===== src/rtl/spi_ee_front.sv =====
module spi_ee_front (
  input  logic clk,
  input  logic rst_n,
  input  logic sclk,
  input  logic cs_n,
  input  logic mosi,
  output logic sclk_rise,
  output logic cs_fall,
  output logic cs_rise,
  output logic cs_act,
  output logic mosi_s
);
  logic [2:0] sclk_q;
  logic [2:0] cs_q;
  logic [1:0] mosi_q;

  always_ff @(posedge clk or negedge rst_n) begin
    if (!rst_n) begin
      sclk_q <= '0;
      cs_q   <= '1;
      mosi_q <= '0;
    end else begin
      sclk_q <= {sclk_q[1:0], sclk};
      cs_q   <= {cs_q[1:0], cs_n};
      mosi_q <= {mosi_q[0], mosi};
    end
  end

  assign sclk_rise = sclk_q[1] & ~sclk_q[2];
  assign cs_act    = ~cs_q[1];
  assign cs_fall   = ~cs_q[1] & cs_q[2];
  assign cs_rise   = cs_q[1] & ~cs_q[2];
  assign mosi_s    = mosi_q[1];
endmodule


===== config.mk =====
export PLATFORM = sky130hd
export DESIGN_NAME = spi_ee_front
export DESIGN_NICKNAME = d
export VERILOG_FILES = /design/src/rtl/spi_ee_front.sv
export SDC_FILE = /design/constraint.sdc
export NUM_CORES = 1
export LEC_CHECK = 0
export BUFFER_PORTS_ARGS = -buffer_cell sky130_fd_sc_hd__buf_2
export CAP_MARGIN = 10
export CORE_AREA = 2 2 39 41
export DETAILED_ROUTE_END_ITERATION = 7
export DIE_AREA = 0 0 41 43
export PLACE_DENSITY = 0.39
export REMOVE_ABC_BUFFERS = 1
export SYNTH_ARGS = -nofsm -noshare
export SYNTH_HDL_FRONTEND = slang
export SYNTH_SLANG_ARGS = --single-unit
export TNS_END_PERCENT = 30

===== constraint.sdc =====
create_clock -name clk -period 1.9 [get_ports clk]
set_clock_uncertainty 0.15 [all_clocks]
set_input_delay 0.38 -clock clk [delete_from_list [all_inputs] [get_ports clk]]
set_output_delay 0.38 -clock clk [all_outputs]
set_load 0.02 [all_outputs]

==> flow_summary.yaml, run 1 <==
worst_setup_path:
  critical_path_required_ps: 1370
  setup.worst_path.end_class: "output pin"
  worst-endpoint-arrival_ps: 1120
  r2r.worst_path.cells: 0
  critPathKind: "reg2out"
  worst-path-max-fanout: 2
  timing.critical_path.from_type: "flip-flop"
cts:
  clock_tree.buffer_depth: 2
  clock_insertion_delay_at_the_later_pin_of_the_skew_report_ps: 250
  cts_tree: "built"
  clock_tree.root_cell: "clkbuf_4"
  cts-resized-gates: 0
  cts.clk_slew.worst_paths_ps: 50
  cts_max_level: 1
  cts.sink_count: 8
  cts_inserted_buffers: 3
final_layout:
  post-route-util: 0.239
  fin_nets: 32
  n_antenna_cell: 0
  final_layout_size_suffix_gt1_frac: 0.615
  area_delta_synth_final_pct: 44.3
  final_non_filler_cell_total: 42
  final_cell_area_um2: 330
logic_synthesis:
  async_reset_ff_frac: 1.00
  synth_area_um2: 229
  synthFlopType: "dfrtp_1"
  synthMostInstantiatedCell: "dfrtp_1"
  synth_area_leader_cell: "dfrtp_1"
  yosys_warnings: 0
  postSynthCellCount: 12
  synth.ff_latch_count: 8
  netlist_cell_types: 5
  netlist.area_leader.share: 0.546
  count_of_flip_flops_with_a_built_in_enable_after_synthesis: 0
  seq_total_area_yosys: 0.891
  post_synth_most_frequent_cells: "dfrtp_1, dfstp_2, nor2b_1"
  netlist_top_cells_area: "dfrtp_1, dfstp_2, nor2b_1, and2b_2, inv_1"
  postSynthAreaPerCell_um2: 19.1
sta:
  finalWorstSetupSlack_ps: 250
  timing_worst_slew_pin_value_ps: 171
  max_slew_violation_count: 0
  timing_hold_violations_final: 0
  max_freq_ghz: 0.606
  grt_setup_unrepaired: "no"
  timing.final.crit_share: 0.868
  timing.slew.headroom: 0.886
  finalSetupTns_ps: 0
  setup_viol: 0
  hold-worst-slack_ps: 80.7
  period_minus_slack_ps: 1650
power:
  power_per_cell_area_mw_per_mm2: 1040
  design_power_total_mw: 0.344
  leakagePower_nw: 0.162
  worst_ir_drop_vdd_uv: 357
placed_design:
  placedCellCount: 37
  globalplace.congestion: 0.579
  dpl-instance-area_um2: 294
  pre_cts_ws_ps: 518
  port-buffer-count: 9
global_route:
  grt_antenna_before_repair: 0
  largest_net_degree_at_the_start_of_global_routing: 9
  grt_overflow_total: 0
  global_route_wire_length_before_repair_um: 524
  vias_in_the_first_global_route: 140
  gr_util_all_layers: 0.0530
routing:
  vias_per_cell: 3.43
  drcViolationCount: 0
  route.detailed.wl_per_inst_um: 7.62
  routed_wl_um: 320
  drt_first_pass_iters: 1
  total_number_of_vias: 144
  drt_iter0_markers: 0
  ant_nets: 0
outcome:
  status: "finished, final reports clean"
floorplanning:
  die_y_um: 43
  initial_core_util: 0.165
  design.portCount: 10
  floorplan.rows: 14
  die_area_mm2: 0.00176
  coreArea_mm2: 0.00138
  die_w_um: 41
worst_hold_path:
  worst_hold_path.num_cells: 1
  hold_path.class: "in2reg"
run:
  maximum_capacitance_violations: 0
==> placed cells by master, fill, tap and decap left out, drive strengths merged <==
| cell type | n |
|---|---|
| and2b | 1 |
| dfrtp | 5 |
| inv | 1 |
| dlygate4sd3 | 1 |
| nor2b | 2 |
| clkbuf | 4 |
| buf | 9 |
| dfstp | 3 |
==> worst max-delay path, cell delays in order (launching register included) <==
cell	delay (ps)
dfstp_2	520
and2b_2	200
buf_2	150
==> per-layer routing <==
metal  up-vias  routed length [µm]  track usage
met1        68                 117       0.0471
met5         -                   0            0
li1         63                   -            -
met3         2                  50       0.0471
met2        11                 141       0.0625
met4         0                  10       0.0600
==> report_power, final <==
part	internal (mW)	switching [mW]
combinational	0.0100	0.0137
sequential	0.182	0.00304
clock	0.0801	0.0552
==> path summary, 6_finish.rpt <==
kind | startpoint | end | slack [ps]
setup / recovery | cs_q[2]$_DFF_PN1_ | cs_rise | 250
setup reg to reg | cs_q[1]$_DFF_PN1_ | cs_q[2]$_DFF_PN1_ | 1150
max in group asynchronous | rst_n | cs_q[1]$_DFF_PN1_ | 1020
hold reg to reg | mosi_q[0]$_DFF_PN0_ | mosi_q[1]$_DFF_PN0_ | 190
min in group asynchronous | rst_n | mosi_q[1]$_DFF_PN0_ | 340
hold / removal | cs_n | cs_q[0]$_DFF_PN1_ | 80
==> registers in the layout (all words and copies together), names as in the netlist <==
| name | count |
|---|---|
| cs_q | 3 |
| mosi_q | 2 |
| sclk_q | 3 |
==> cells by family (layout without fill, tap and decap cells) <==
kind of cell / count (synthesis) / in the layout / synth area share
flip-flops: 8 / 8 / 0.891
buffers and inverters: 1 / 15 / 0.0164
AND/OR/NAND/NOR: 3 / 3 / 0.0929
==> repair_timing <==
action                                 4_1_cts  5_1_grt
buffers inserted                             0        0
hold buffers                                 1        0
endpoints found under the hold margin        5        0
==> cell type report <==
| cell class | instances | area (µm²) |
|---|---|---|
| timing repair buffer | 10 | 55.1 |
| tap | 16 | 20.0 |
| clock buffer | 4 | 26.3 |
| multi-input combinational | 3 | 21.3 |
| sequential | 8 | 204 |
| inverter | 1 | 3.75 |
| fill | 154 | 1050 |
(Power assumes the default switching activity.)
==> run 2: changes to the inputs <==
- ABC_AREA: not set -> 1
==> run 2 against run 1 <==
Fmax increased by 3.9%. Largest cell class unchanged. Synthesized cell count is 17% higher. Critical path type unchanged. Combinational power about the same. Wire length is 2.5% lower.
==> flow_summary.yaml, run 2 <==
routing:
  total_number_of_vias: 135
  drt_first_pass_iters: 1
  vias_per_cell: 3.07
  routed_wl_um: 312
  ant_nets: 0
  route.detailed.wl_per_inst_um: 7.09
  drcViolationCount: 0
  drt_iter0_markers: 0
global_route:
  vias_in_the_first_global_route: 127
  global_route_wire_length_before_repair_um: 469
  gr_util_all_layers: 0.0488
  grt_overflow_total: 0
  largest_net_degree_at_the_start_of_global_routing: 9
  grt_antenna_before_repair: 0
logic_synthesis:
  synth_area_leader_cell: "dfrtp_1"
  postSynthCellCount: 14
  seq_total_area_yosys: 0.891
  synthFlopType: "dfrtp_1"
  async_reset_ff_frac: 1.00
  netlist_top_cells_area: "dfrtp_1, dfstp_2, inv_1, nor2_1, nor2_2"
  yosys_warnings: 0
  count_of_flip_flops_with_a_built_in_enable_after_synthesis: 0
  netlist.area_leader.share: 0.546
  postSynthAreaPerCell_um2: 16.4
  synthMostInstantiatedCell: "dfrtp_1"
  synth.ff_latch_count: 8
  synth_area_um2: 229
  post_synth_most_frequent_cells: "dfrtp_1, dfstp_2, inv_1, nor2_1"
  netlist_cell_types: 6
placed_design:
  globalplace.congestion: 0.515
  port-buffer-count: 9
  post-dp-hpwl_um: 236
sta:
  timing.final.crit_share: 0.836
  timing.slew.headroom: 0.886
  timing_hold_violations_final: 0
  period_minus_slack_ps: 1590
  grt_setup_unrepaired: "no"
  max_slew_violation_count: 0
  hold-worst-slack_ps: 83.9
  finalSetupTns_ps: 0
  timing_worst_slew_pin_value_ps: 172
  setup_viol: 0
  max_freq_ghz: 0.630
power:
  leakagePower_nw: 0.168
  worst_ir_drop_vdd_uv: 322
  power_per_cell_area_mw_per_mm2: 1050
cts:
  cts_max_level: 1
  cts.sink_count: 8
  cts-resized-gates: 0
  cts.clk_slew.worst_paths_ps: 60
  cts_tree: "built"
  cts_setup_buffers: 0
  clock_tree.root_cell: "clkbuf_4"
  clock_tree.buffer_depth: 2
  cts_hold_buffers: 1
  cts_inserted_buffers: 3
  clock_insertion_delay_at_the_later_pin_of_the_skew_report_ps: 250
worst_setup_path:
  timing.critical_path.from_type: "flip-flop"
  worst-endpoint-arrival_ps: 1060
  critical_path_required_ps: 1370
  setup.worst_path.end_class: "output pin"
  worst-path-max-fanout: 3
  critPathKind: "reg2out"
floorplanning:
  initial_core_util: 0.165
  floorplan.rows: 14
  die_area_mm2: 0.00176
  die_y_um: 43
  coreArea_mm2: 0.00138
  design.portCount: 10
  die_w_um: 41
final_layout:
  area_delta_synth_final_pct: 44.3
  final_layout_size_suffix_gt1_frac: 0.607
  biggestRegsByFlops: "cs_q: 3 flops, sclk_q: 3 flops, mosi_q: 2 flops"
  final_common_cell: "buf_2"
  layout.filler_cells: 151
  fin_nets: 34
  n_antenna_cell: 0
  mostFrequentLayoutCells: "buf_2, dfrtp_1, clkbuf_4, dfstp_2"
worst_hold_path:
  hold_path.class: "in2reg"
run:
  maximum_capacitance_violations: 0
outcome:
  status: "finished, final reports clean"
run 2: layout make-up:
cell class	count	area (µm²)	share of cell area
Timing Repair Buffer	10	55.1	0.167
Multi-Input combinational cell	3	13.8	0.0417
Inverter	3	11.3	0.0341
Tap cell	16	20.0	0.0606
Sequential cell	8	204	0.617
Clock buffer	4	26.3	0.0795
run 2: worst paths after layout:
path,startpoint,end,slack [ps],depth (start not counted)
worst max-delay path,cs_q[1]$_DFF_PN1_,cs_rise,310,3
worst min-delay path,cs_n,cs_q[0]$_DFF_PN1_,80,1
worst max register to register,cs_q[1]$_DFF_PN1_,cs_q[2]$_DFF_PN1_,1130,0
worst min register to register,mosi_q[0]$_DFF_PN0_,mosi_q[1]$_DFF_PN0_,190,0
max in group asynchronous,rst_n,cs_q[2]$_DFF_PN1_,1010,2
min in group asynchronous,rst_n,sclk_q[2]$_DFF_PN0_,340,2
run 2: power breakdown:
group	switching, mW	internal, mW
clock	0.0572	0.0803
combinational	0.0145	0.00934
sequential	0.00347	0.182
run 2: metrics by stage:
step	worst slack, ps	area (µm²)	util	power, mW	instances
after global routing	251	330	0.239	0.363	44
after CTS	299	330	0.239	0.352	44
final	312	330	0.239	0.347	44
after global placement	591	294	0.212	0.210	39
after floorplan	542	229	-	0.198	14
after detailed placement	582	294	0.212	0.211	39
run 2: logic make-up (layout without fill, tap and decap cells):
| logic type | Yosys count | after routing | synth area share |
|---|---|---|---|
| flip-flops | 8 | 8 | 0.891 |
| AND/OR/NAND/NOR | 3 | 3 | 0.0601 |
| buffers and inverters | 3 | 17 | 0.0492 |
run 2: routing by layer:
metal	routed length [µm]	track usage	up-vias
li1	-	-	67
met3	57	0.0628	0
met1	150	0.0436	56
met5	0	0	-
met2	104	0.0531	12
met4	0	0.0400	0
run 2: worst max-delay path, stage by stage, from the launching register on:
cell	delay, ps
dfstp_2	550
inv_2	40
nor2_2	60
buf_2	160
